$ cat config.mk
export PLATFORM = sky130hd
export DESIGN_NAME = proc_swap_queue
export DESIGN_NICKNAME = d
export VERILOG_FILES = /design/src/rtl/proc_swap_pkg.sv /design/src/rtl/proc_swap_ctrl.sv /design/src/rtl/proc_swap_datapath.sv /design/src/rtl/proc_swap_queue.sv
export SDC_FILE = /design/constraint.sdc
export NUM_CORES = 1
export LEC_CHECK = 0
export BUFFER_PORTS_ARGS = -buffer_cell sky130_fd_sc_hd__buf_2
export CAP_MARGIN = 20
export CORE_MARGIN = 5
export CORE_UTILIZATION = 50
export CTS_CLUSTER_SIZE = 25
export DETAILED_ROUTE_END_ITERATION = 10
export PLACE_DENSITY = 0.68
export SYNTH_ARGS = -nofsm -noshare
export SYNTH_HDL_FRONTEND = slang
export SYNTH_SLANG_ARGS = --single-unit
$ cat constraint.sdc
create_clock -name clk -period 8.87 [get_ports clk]
set_clock_uncertainty 0.1 [all_clocks]
set_input_delay 2.2175 -clock clk [delete_from_list [all_inputs] [get_ports clk]]
set_output_delay 2.2175 -clock clk [all_outputs]
set_load 0.02 [all_outputs]
$ cat src/rtl/proc_swap_pkg.sv
package proc_swap_pkg;

  typedef enum logic {
    ST_IDLE = 1'b0,
    ST_LOAD = 1'b1
  } swap_state_t;

  typedef struct packed {
    logic saveCur;     // write outgoing pair at tail
    logic pushExt;     // write external pair (behind saved one if both)
    logic popLoad;     // take head pair into current registers
  } swap_strobe_t;

endpackage

$ cat src/rtl/proc_swap_ctrl.sv
module proc_swap_ctrl
  import proc_swap_pkg::*;
#(
  parameter int DEPTH = 8,
  localparam int CNT_W = $clog2(DEPTH + 2)
) (
  input  logic             clk,
  input  logic             rstN,
  input  logic             deschedReq,
  input  logic             enqValid,
  input  logic [CNT_W-1:0] queueCount,
  output swap_strobe_t     strobe,
  output logic             busy,
  output logic             noSwitch,
  output logic             overflow
);

  localparam logic [CNT_W-1:0] DepthC = CNT_W'(DEPTH);

  swap_state_t state, stateNext;
  logic accept;
  logic haveWork;
  logic roomForExt;

  assign accept     = (state == ST_IDLE) && deschedReq;
  assign haveWork   = (queueCount != '0);
  assign roomForExt = (queueCount < DepthC);

  always_comb begin
    strobe.saveCur = accept && haveWork;
    strobe.pushExt = enqValid && roomForExt;
    strobe.popLoad = (state == ST_LOAD);
  end

  always_comb begin
    stateNext = state;
    case (state)
      ST_IDLE: if (accept && haveWork) stateNext = ST_LOAD;
      ST_LOAD: stateNext = ST_IDLE;
      default: stateNext = ST_IDLE;
    endcase
  end

  always_ff @(posedge clk) begin
    if (!rstN) begin
      state    <= ST_IDLE;
      noSwitch <= 1'b0;
      overflow <= 1'b0;
    end else begin
      state    <= stateNext;
      noSwitch <= accept && !haveWork;
      overflow <= enqValid && !roomForExt;
    end
  end

  assign busy = (state == ST_LOAD);

endmodule

$ cat src/rtl/proc_swap_datapath.sv
module proc_swap_datapath
  import proc_swap_pkg::*;
#(
  parameter int PTR_W = 16,
  parameter int DEPTH = 8,
  localparam int SLOTS = DEPTH + 1,
  localparam int IDX_W = $clog2(SLOTS),
  localparam int CNT_W = $clog2(DEPTH + 2)
) (
  input  logic             clk,
  input  logic             rstN,
  input  swap_strobe_t     strobe,
  input  logic [PTR_W-1:0] resetIp,
  input  logic [PTR_W-1:0] resetWp,
  input  logic [PTR_W-1:0] enqIp,
  input  logic [PTR_W-1:0] enqWp,
  output logic [PTR_W-1:0] curIp,
  output logic [PTR_W-1:0] curWp,
  output logic [CNT_W-1:0] queueCount
);

  localparam logic [IDX_W-1:0] LastIdx = IDX_W'(SLOTS - 1);

  function automatic logic [IDX_W-1:0] stepIdx(input logic [IDX_W-1:0] idx);
    return (idx == LastIdx) ? '0 : idx + 1'b1;
  endfunction

  logic [PTR_W-1:0] slotIp [SLOTS];
  logic [PTR_W-1:0] slotWp [SLOTS];
  logic [IDX_W-1:0] headIdx, tailIdx, extIdx, tailNext;

  // external pair lands one slot further on when the outgoing pair is saved too
  assign extIdx = strobe.saveCur ? stepIdx(tailIdx) : tailIdx;

  always_comb begin
    tailNext = tailIdx;
    if (strobe.saveCur && strobe.pushExt) tailNext = stepIdx(stepIdx(tailIdx));
    else if (strobe.saveCur || strobe.pushExt) tailNext = stepIdx(tailIdx);
  end

  for (genvar g = 0; g < SLOTS; g++) begin : gSlot
    localparam logic [IDX_W-1:0] MyIdx = IDX_W'(g);
    always_ff @(posedge clk) begin
      if (!rstN) begin
        slotIp[g] <= '0;
        slotWp[g] <= '0;
      end else if (strobe.saveCur && tailIdx == MyIdx) begin
        slotIp[g] <= curIp;
        slotWp[g] <= curWp;
      end else if (strobe.pushExt && extIdx == MyIdx) begin
        slotIp[g] <= enqIp;
        slotWp[g] <= enqWp;
      end
    end
  end

  always_ff @(posedge clk) begin
    if (!rstN) begin
      headIdx    <= '0;
      tailIdx    <= '0;
      queueCount <= '0;
      curIp      <= resetIp;
      curWp      <= resetWp;
    end else begin
      tailIdx    <= tailNext;
      queueCount <= queueCount + CNT_W'(strobe.saveCur) + CNT_W'(strobe.pushExt)
                    - CNT_W'(strobe.popLoad);
      if (strobe.popLoad) begin
        curIp   <= slotIp[headIdx];
        curWp   <= slotWp[headIdx];
        headIdx <= stepIdx(headIdx);
      end
    end
  end

endmodule

$ cat src/rtl/proc_swap_queue.sv
module proc_swap_queue
  import proc_swap_pkg::*;
#(
  parameter int PTR_W = 16,
  parameter int DEPTH = 8,
  localparam int CNT_W = $clog2(DEPTH + 2)
) (
  input  logic             clk,
  input  logic             rstN,
  input  logic [PTR_W-1:0] resetIp,
  input  logic [PTR_W-1:0] resetWp,
  input  logic             deschedReq,
  input  logic             enqValid,
  input  logic [PTR_W-1:0] enqIp,
  input  logic [PTR_W-1:0] enqWp,
  output logic [PTR_W-1:0] curIp,
  output logic [PTR_W-1:0] curWp,
  output logic             busy,
  output logic             noSwitch,
  output logic             overflow,
  output logic [CNT_W-1:0] queueCount,
  output logic             queueEmpty,
  output logic             queueFull
);

  localparam logic [CNT_W-1:0] DepthC = CNT_W'(DEPTH);

  swap_strobe_t strobe;

  proc_swap_ctrl #(.DEPTH(DEPTH)) ctrl_i (
    .clk        (clk),
    .rstN       (rstN),
    .deschedReq (deschedReq),
    .enqValid   (enqValid),
    .queueCount (queueCount),
    .strobe     (strobe),
    .busy       (busy),
    .noSwitch   (noSwitch),
    .overflow   (overflow)
  );

  proc_swap_datapath #(.PTR_W(PTR_W), .DEPTH(DEPTH)) dp_i (
    .clk        (clk),
    .rstN       (rstN),
    .strobe     (strobe),
    .resetIp    (resetIp),
    .resetWp    (resetWp),
    .enqIp      (enqIp),
    .enqWp      (enqWp),
    .curIp      (curIp),
    .curWp      (curWp),
    .queueCount (queueCount)
  );

  assign queueEmpty = (queueCount == '0);
  assign queueFull  = (queueCount >= DepthC);

endmodule

==> flow_summary.html, run 1 <==
<table>
<tr><th>Metric</th><th>Value</th></tr>
<tr><th colspan="2">Timing</th></tr>
<tr><td>Slew margin rel.</td><td>25.98%</td></tr>
<tr><td>Final period util</td><td>55.07%</td></tr>
<tr><td>Slew at the pin with the worst max-slew slack</td><td>1106 ps</td></tr>
<tr><td>Endpoints failing setup</td><td>0</td></tr>
<tr><td>Post-layout min period</td><td>4885 ps</td></tr>
<tr><td>Final hold violation count</td><td>0</td></tr>
<tr><td>Setup repair after global routing missed its margin</td><td>no</td></tr>
<tr><td>Accumulated negative setup slack</td><td>0 ps</td></tr>
<tr><td>Highest Clock Rate</td><td>204.7 MHz</td></tr>
<tr><td>Final Max Slew Viols</td><td>0</td></tr>
<tr><td>Minimum setup slack in the final design</td><td>3985 ps</td></tr>
<tr><th colspan="2">Worst setup path</th></tr>
<tr><td>Arrival @ worst endpoint</td><td>4960 ps</td></tr>
<tr><td>Largest fanout on the critical path</td><td>25</td></tr>
<tr><td>Dominant cell type by count on the critical path</td><td>buf_4</td></tr>
<tr><td>CP cell instances</td><td>buf_2 -&gt; nor2b_1 -&gt; nand2_2 -&gt; nor3_2 -&gt; a31oi_4 -&gt; buf_4 -&gt; o211ai_1 -&gt; buf_4</td></tr>
<tr><td>Library cell contributing the largest single delay on the critical path</td><td>nor3_2</td></tr>
<tr><td>Worst setup path category</td><td>in2reg</td></tr>
<tr><td>Critical path endpoint category</td><td>flop</td></tr>
<tr><td>Startpoint types</td><td>primary input</td></tr>
<tr><td>Crit path largest cell delay</td><td>680 ps</td></tr>
<tr><td>Worst endpoint required time</td><td>8950 ps</td></tr>
<tr><th colspan="2">Clock network</th></tr>
<tr><td>Sinks on the clock net</td><td>339</td></tr>
<tr><td>Maximum clock insertion buffer count</td><td>3</td></tr>
<tr><td>Num CTS Buffers</td><td>37</td></tr>
<tr><td>Root buffer cell</td><td>clkbuf_16</td></tr>
<tr><td># Post-CTS Setup Buffers</td><td>0</td></tr>
<tr><td>Clock insertion delay at the later pin of the skew report</td><td>520 ps</td></tr>
<tr><td>Clock transition at path regs</td><td>60 ps</td></tr>
<tr><td>Number of H-tree levels</td><td>2</td></tr>
<tr><td>Post-cts gate resize count</td><td>0</td></tr>
<tr><td>CTS tree</td><td>built</td></tr>
<tr><td>Number of hold-repair buffers added at the cts stage</td><td>0</td></tr>
<tr><th colspan="2">Global routing</th></tr>
<tr><td>Number of antenna violations at the first check in global routing</td><td>0</td></tr>
<tr><td>Global-route wire length before repair</td><td>80520 microns</td></tr>
<tr><td>Global router's overall resource usage</td><td>29.10%</td></tr>
<tr><td>Final global-route overflow total</td><td>0</td></tr>
<tr><td>Largest net degree at the start of global routing</td><td>64</td></tr>
<tr><td>Via count of the first global-routing pass</td><td>12903</td></tr>
<tr><th colspan="2">Drt</th></tr>
<tr><td>Drt via density</td><td>7.087</td></tr>
<tr><td>Final routed wire length divided by cell count</td><td>29.82 microns</td></tr>
<tr><td>Iteration count of the initial detailed-routing pass</td><td>6</td></tr>
<tr><td>Remaining number of nets flagged by the antenna check after routing</td><td>0</td></tr>
<tr><td>Residual DRC count</td><td>0</td></tr>
<tr><td>Number of DRC violations after detailed-routing iteration 0</td><td>1862</td></tr>
<tr><td>Via count of the routed design</td><td>12884</td></tr>
<tr><td>Post-Route WL</td><td>54210 microns</td></tr>
<tr><th colspan="2">Pwr</th></tr>
<tr><td>Leakage power summed over all cells</td><td>6.318 nW</td></tr>
<tr><td>Peak ir drop on the vdd network</td><td>0.2081 mV</td></tr>
<tr><td>Total power density per cell area</td><td>286.3 nW/um^2</td></tr>
<tr><th colspan="2">Yosys</th></tr>
<tr><td>Distinct cell type count of the synthesized netlist</td><td>59</td></tr>
<tr><td>Synth Flop Type</td><td>edfxtp_1</td></tr>
<tr><td>Number of warning messages in the yosys log</td><td>0</td></tr>
<tr><td>Number of nets produced by synthesis</td><td>1359</td></tr>
<tr><td>Post-synth ARST share</td><td>0%</td></tr>
<tr><td>Gate count after technology mapping</td><td>1277</td></tr>
<tr><td>Seq cells post-synth</td><td>339</td></tr>
<tr><td>Post-synth EDFFs</td><td>320</td></tr>
<tr><td>Area of the mapped netlist</td><td>16590 sq um</td></tr>
<tr><td>Syn avg cell area</td><td>12.99 sq um</td></tr>
<tr><td>Seq/Total Area, Yosys</td><td>60.23%</td></tr>
<tr><th colspan="2">Placed design</th></tr>
<tr><td>Routability congestion estimate</td><td>0.8328</td></tr>
<tr><td>Buffers added on ports</td><td>108</td></tr>
<tr><td>Setup Slack @ Placement</td><td>3563 ps</td></tr>
<tr><td>Cell Count Post-Placement</td><td>1750</td></tr>
<tr><td>Post-detailed-placement half-perimeter wirelength</td><td>29100 microns</td></tr>
<tr><th colspan="2">Job</th></tr>
<tr><td>Maxcap violations</td><td>0</td></tr>
<tr><th colspan="2">Die</th></tr>
<tr><td>Die Area</td><td>36910 sq um</td></tr>
<tr><td>X dimension of the die</td><td>192.1 microns</td></tr>
<tr><td>Core footprint</td><td>32620 sq um</td></tr>
<tr><td>Number of top-level design ports</td><td>109</td></tr>
<tr><td>Starting density of the core</td><td>50.85%</td></tr>
<tr><td>Die Height</td><td>192.1 microns</td></tr>
<tr><td>Number of cell rows</td><td>66</td></tr>
<tr><th colspan="2">Finish</th></tr>
<tr><td>Final antenna diode count</td><td>0</td></tr>
<tr><td>Area added between synthesis and finish</td><td>13.25%</td></tr>
<tr><td>Number of standard cells in the final layout excluding fillers</td><td>1818</td></tr>
<tr><td>Total number of nets in the final design</td><td>1431</td></tr>
<tr><td>Fraction of final layout cells with drive strength greater than 1</td><td>19.48%</td></tr>
<tr><th colspan="2">Min path</th></tr>
<tr><td>Path type of the worst min-delay path</td><td>reg2reg</td></tr>
<tr><th colspan="2">Outcome</th></tr>
<tr><td>Outcome</td><td>completed</td></tr>
</table>
## worst paths after layout
| path | depth (start not counted) | slack (ps) | start | to |
|---|---|---|---|---|
| max | 8 | 3990 | deschedReq | dp_i.slotIp[3][4] |
| min | 2 | 430 | dp_i.headIdx[3] | dp_i.headIdx[3] |
| max reg2reg | 6 | 4810 | dp_i.tailIdx[2] | dp_i.slotIp[5][9] |
| min reg2reg | 2 | 430 | dp_i.headIdx[3] | dp_i.headIdx[3] |
## cells in the mapped netlist (all sizes together), types with 6 or more instances
| master | number | share of area, % |
|---|---|---|
| edfxtp | 320 | 58 |
| a21oi | 17 | 0.51 |
| clkbuf | 52 | 1.2 |
| buf | 68 | 2.1 |
| a31oi | 10 | 0.54 |
| mux2i | 82 | 4.9 |
| o211ai | 19 | 0.86 |
| a221o | 36 | 2.2 |
| nor2 | 79 | 1.8 |
| inv | 15 | 0.35 |
| o21ai | 31 | 0.94 |
| nand3 | 8 | 0.24 |
| a22o | 40 | 2.1 |
| mux4 | 32 | 4.3 |
| nand2 | 98 | 2.2 |
| dfxtp | 19 | 2.3 |
| nor3 | 24 | 0.81 |
| nand2b | 6 | 0.23 |
| o32ai | 64 | 3.4 |
| o22ai | 193 | 7.3 |
| ha | 12 | 0.91 |
| nor2b | 6 | 0.23 |
## cell families after synthesis
family / count (synthesis) / share of synthesized area, %
xor+xnor: 3 / 0.1584
flops: 339 / 60.23
compound gates: 431 / 18.90
fa+ha+maj: 14 / 1.147
simple gates: 240 / 6.571
buf+inv: 136 / 3.704
mux: 114 / 9.294
## metrics by stage
stage	area [sq um]	util, %	hold slack, ps	power [W]
after global routing	18780	57.59	457.7	0.005555
after detailed placement	17590	53.93	409.7	0.003842
after floorplan	16590	-	372.5	0.003286
after CTS	18740	57.46	421.5	0.005312
after global placement	17560	53.84	403.0	0.003810
final	18780	57.59	425.1	0.005377
## placed cells by master, fill, tap and decap left out, types with 15 or more instances in the layout
cell type | synthesis | final
o22ai_1 | 193 | 193
a21oi_1 | 17 | 15
mux2i_1 | 82 | 82
o211ai_1 | 19 | 19
o32ai_1 | 64 | 64
clkbuf_16 | 0 | 39
mux4_2 | 32 | 32
edfxtp_1 | 320 | 320
dfxtp_1 | 19 | 16
buf_2 | 53 | 108
nor2_1 | 77 | 75
o21ai_0 | 29 | 29
nand2_1 | 97 | 93
buf_4 | 5 | 42
a22o_1 | 40 | 40
a221o_1 | 36 | 35
nor3_1 | 21 | 21
## layout make-up
type / count / area [sq um]
timing repair buffer: 153 / 923.4
clock inverter: 18 / 103.9
sequential: 339 / 9996
tap: 442 / 553.0
fill: 2648 / 13830
clock buffer: 48 / 1050
inverter: 16 / 62.56
multi-input combinational: 802 / 6096
## flip-flops by register name, summed over array words and instances (netlist names), named ones only
signal,cells
dp_i.slotIp,144
dp_i.tailIdx,4
dp_i.headIdx,4
ctrl_i.overflow,1
dp_i.curWp,16
ctrl_i.noSwitch,1
dp_i.curIp,16
ctrl_i.busy,1
dp_i.slotWp,144
dp_i.queueCount,4
## report_power, final
| part | switching (W) | internal, W |
|---|---|---|
| registers | 0.000149 | 0.00205 |
| logic | 0.00119 | 0.000501 |
| clock network | 0.000627 | 0.000860 |
| total | 0.00197 | 0.00341 |
## layer usage
layer  track usage, %  up-vias  share of wire (%)
met1            39.91     6240                 37
li1                 -     5393                  -
met4            9.572        0                3.5
met5                0        -                  0
met3            8.724      172                 14
met2            44.76     1079                 46
## worst max-delay path: cells and delay by family
family          cells  cell delay (ps)
simple gates        3             1250
compound gates      2              590
buf+inv             3              870
Note: power is estimated with default switching activity, not from simulation.
==> run 2: changes to the inputs <==
- PLACE_DENSITY: 0.68 -> 0.7
- clock period: 8.87 -> 4.48 ns (I/O delays scaled with it)
==> flow_summary.html, run 2 (synthesis results as in run 1) <==
<table>
<tr><th>Metric</th><th>Value</th></tr>
<tr><th colspan="2">Timing</th></tr>
<tr><td>Setup repair after global routing missed its margin</td><td>no</td></tr>
<tr><td>Slew at the pin with the worst max-slew slack</td><td>1029 ps</td></tr>
<tr><td>Slew margin rel.</td><td>31.12%</td></tr>
<tr><td>Final period util</td><td>83.85%</td></tr>
<tr><td>Final hold violation count</td><td>0</td></tr>
<tr><td>Post-layout min period</td><td>3757 ps</td></tr>
<tr><td>Minimum setup slack in the final design</td><td>723.4 ps</td></tr>
<tr><td>Endpoints failing setup</td><td>0</td></tr>
<tr><td>Final Max Slew Viols</td><td>0</td></tr>
<tr><td>Highest Clock Rate</td><td>266.2 MHz</td></tr>
<tr><th colspan="2">Placed design</th></tr>
<tr><td>Setup Slack @ Placement</td><td>763.8 ps</td></tr>
<tr><td>Routability congestion estimate</td><td>0.8554</td></tr>
<tr><td>Buffers added on ports</td><td>108</td></tr>
<tr><td>Cell Count Post-Placement</td><td>1757</td></tr>
<tr><td>Post-detailed-placement half-perimeter wirelength</td><td>28830 microns</td></tr>
<tr><th colspan="2">Global routing</th></tr>
<tr><td>Largest net degree at the start of global routing</td><td>55</td></tr>
<tr><td>Final global-route overflow total</td><td>0</td></tr>
<tr><td>Via count of the first global-routing pass</td><td>12779</td></tr>
<tr><td>Global router's overall resource usage</td><td>27.18%</td></tr>
<tr><td>Global-route wire length before repair</td><td>76690 microns</td></tr>
<tr><td>Number of antenna violations at the first check in global routing</td><td>0</td></tr>
<tr><th colspan="2">Drt</th></tr>
<tr><td>Number of DRC violations after detailed-routing iteration 0</td><td>1465</td></tr>
<tr><td>Residual DRC count</td><td>0</td></tr>
<tr><td>Post-Route WL</td><td>50400 microns</td></tr>
<tr><td>Final routed wire length divided by cell count</td><td>27.59 microns</td></tr>
<tr><td>Via count of the routed design</td><td>12636</td></tr>
<tr><td>Remaining number of nets flagged by the antenna check after routing</td><td>0</td></tr>
<tr><td>Iteration count of the initial detailed-routing pass</td><td>6</td></tr>
<tr><td>Drt via density</td><td>6.916</td></tr>
<tr><th colspan="2">Min path</th></tr>
<tr><td>Path type of the worst min-delay path</td><td>reg2reg</td></tr>
<tr><td>Hold depth</td><td>2</td></tr>
<tr><td>Worst Hold Launch</td><td>dp_i.headIdx[3]</td></tr>
<tr><th colspan="2">Finish</th></tr>
<tr><td>Number of standard cells in the final layout excluding fillers</td><td>1827</td></tr>
<tr><td>Commonest non-fill, non-tap cell in the layout</td><td>edfxtp_1</td></tr>
<tr><td>Leading registers by flop count</td><td>dp_i.slotIp (144), dp_i.slotWp (144)</td></tr>
<tr><td>Area added between synthesis and finish</td><td>14.25%</td></tr>
<tr><td>Total number of nets in the final design</td><td>1437</td></tr>
<tr><td>Final antenna diode count</td><td>0</td></tr>
<tr><td>Fraction of final layout cells with drive strength greater than 1</td><td>20.00%</td></tr>
<tr><td>Leading cell types in the layout, fill and taps excluded</td><td>edfxtp_1, o22ai_1, buf_2</td></tr>
<tr><th colspan="2">Pwr</th></tr>
<tr><td>Peak ir drop on the vdd network</td><td>0.4404 mV</td></tr>
<tr><td>Total power density per cell area</td><td>569.7 nW/um^2</td></tr>
<tr><td>Leakage power summed over all cells</td><td>6.410 nW</td></tr>
<tr><th colspan="2">Clock network</th></tr>
<tr><td>CTS tree</td><td>built</td></tr>
<tr><td>Number of H-tree levels</td><td>2</td></tr>
<tr><td>Clock insertion delay at the later pin of the skew report</td><td>530 ps</td></tr>
<tr><td># Post-CTS Setup Buffers</td><td>0</td></tr>
<tr><td>Num CTS Buffers</td><td>38</td></tr>
<tr><td>Sinks on the clock net</td><td>339</td></tr>
<tr><td>Maximum clock insertion buffer count</td><td>3</td></tr>
<tr><td>Root buffer cell</td><td>clkbuf_16</td></tr>
<tr><td>Post-cts gate resize count</td><td>0</td></tr>
<tr><td>Clock transition at path regs</td><td>60 ps</td></tr>
<tr><td>Number of hold-repair buffers added at the cts stage</td><td>0</td></tr>
<tr><th colspan="2">Job</th></tr>
<tr><td>Maxcap violations</td><td>0</td></tr>
<tr><th colspan="2">Worst setup path</th></tr>
<tr><td>Internal reg-to-reg setup slack</td><td>720 ps</td></tr>
<tr><td>Startpoint types</td><td>flop</td></tr>
<tr><td>Worst r2r dst</td><td>dp_i.slotWp[8][8]</td></tr>
<tr><td>R2R depth</td><td>9</td></tr>
<tr><td>Worst setup path category</td><td>reg2reg</td></tr>
<tr><td>Largest fanout on the critical path</td><td>54</td></tr>
<tr><td>R2R Path Start</td><td>dp_i.tailIdx[0]</td></tr>
<tr><td>Worst endpoint required time</td><td>4660 ps</td></tr>
<tr><td>Critical path endpoint category</td><td>flop</td></tr>
<tr><td>Arrival @ worst endpoint</td><td>3940 ps</td></tr>
<tr><th colspan="2">Die</th></tr>
<tr><td>Core footprint</td><td>32620 sq um</td></tr>
<tr><td>X dimension of the die</td><td>192.1 microns</td></tr>
<tr><td>Number of cell rows</td><td>66</td></tr>
<tr><td>Die Height</td><td>192.1 microns</td></tr>
<tr><td>Starting density of the core</td><td>50.85%</td></tr>
<tr><td>Number of top-level design ports</td><td>109</td></tr>
<tr><td>Die Area</td><td>36910 sq um</td></tr>
<tr><th colspan="2">Outcome</th></tr>
<tr><td>Outcome</td><td>completed</td></tr>
</table>
-- run 2: layout make-up --
type / instances / area, sq um
clock inverter: 25 / 260.3
timing repair buffer: 158 / 965.9
fill: 2660 / 13670
clock buffer: 45 / 1008
inverter: 16 / 62.56
multi-input combinational: 802 / 6103
sequential: 339 / 9996
tap: 442 / 553.0
-- run 2: worst max path at each step --
stage | from | end | slack [ps]
3_5_place_dp | deschedReq | dp_i.slotIp[2][2] | 760
6_report | dp_i.tailIdx[0] | dp_i.slotWp[8][8] | 720
2_1_floorplan | deschedReq | dp_i.slotIp[0][0] | -460
3_3_place_gp | deschedReq | dp_i.slotIp[2][3] | 850
5_1_grt | dp_i.tailIdx[0] | dp_i.slotIp[8][0] | 550
4_1_cts | dp_i.tailIdx[0] | dp_i.slotIp[8][0] | 780
-- run 2: layer usage --
| layer | GRT usage [%] | up-vias | share of wire, % |
|---|---|---|---|
| met2 | 43.35 | 839 | 47 |
| met3 | 5.089 | 141 | 11 |
| li1 | - | 5415 | - |
| met5 | 0 | - | 0 |
| met4 | 8.804 | 0 | 3.5 |
| met1 | 38.01 | 6241 | 38 |
-- run 2: power by group --
group          switching [W]  leakage (nW)  total [W]  internal (W)
Combinational        0.00230          2.31    0.00329      0.000986
Clock                0.00128         0.626    0.00319       0.00191
Sequential          0.000269          3.47    0.00432       0.00405
-- run 2: per-stage QoR --
step / instance area, sq um / TNS [ps] / util (%) / power, W / hold WS [ps]
2_1_floorplan: 16590 / -29670 / - / 0.006501 / 372.5
3_3_place_gp: 17680 / 0 / 54.20 / 0.007538 / 400.9
3_5_place_dp: 17680 / 0 / 54.20 / 0.007593 / 399.5
4_1_cts: 18950 / 0 / 58.09 / 0.01076 / 417.6
5_1_grt: 18950 / 0 / 58.09 / 0.01121 / 460.1
6_report: 18950 / 0 / 58.09 / 0.01080 / 416.6
-- run 2: worst max-delay path: stages (launching register included) --
cell and delay [ps]:
dfxtp_1 630, inv_1 190, ha_1 350, and3b_1 280
nor2_2 300, inv_2 160, a31oi_4 440, buf_4 630
nor2_1 140, a22o_1 230
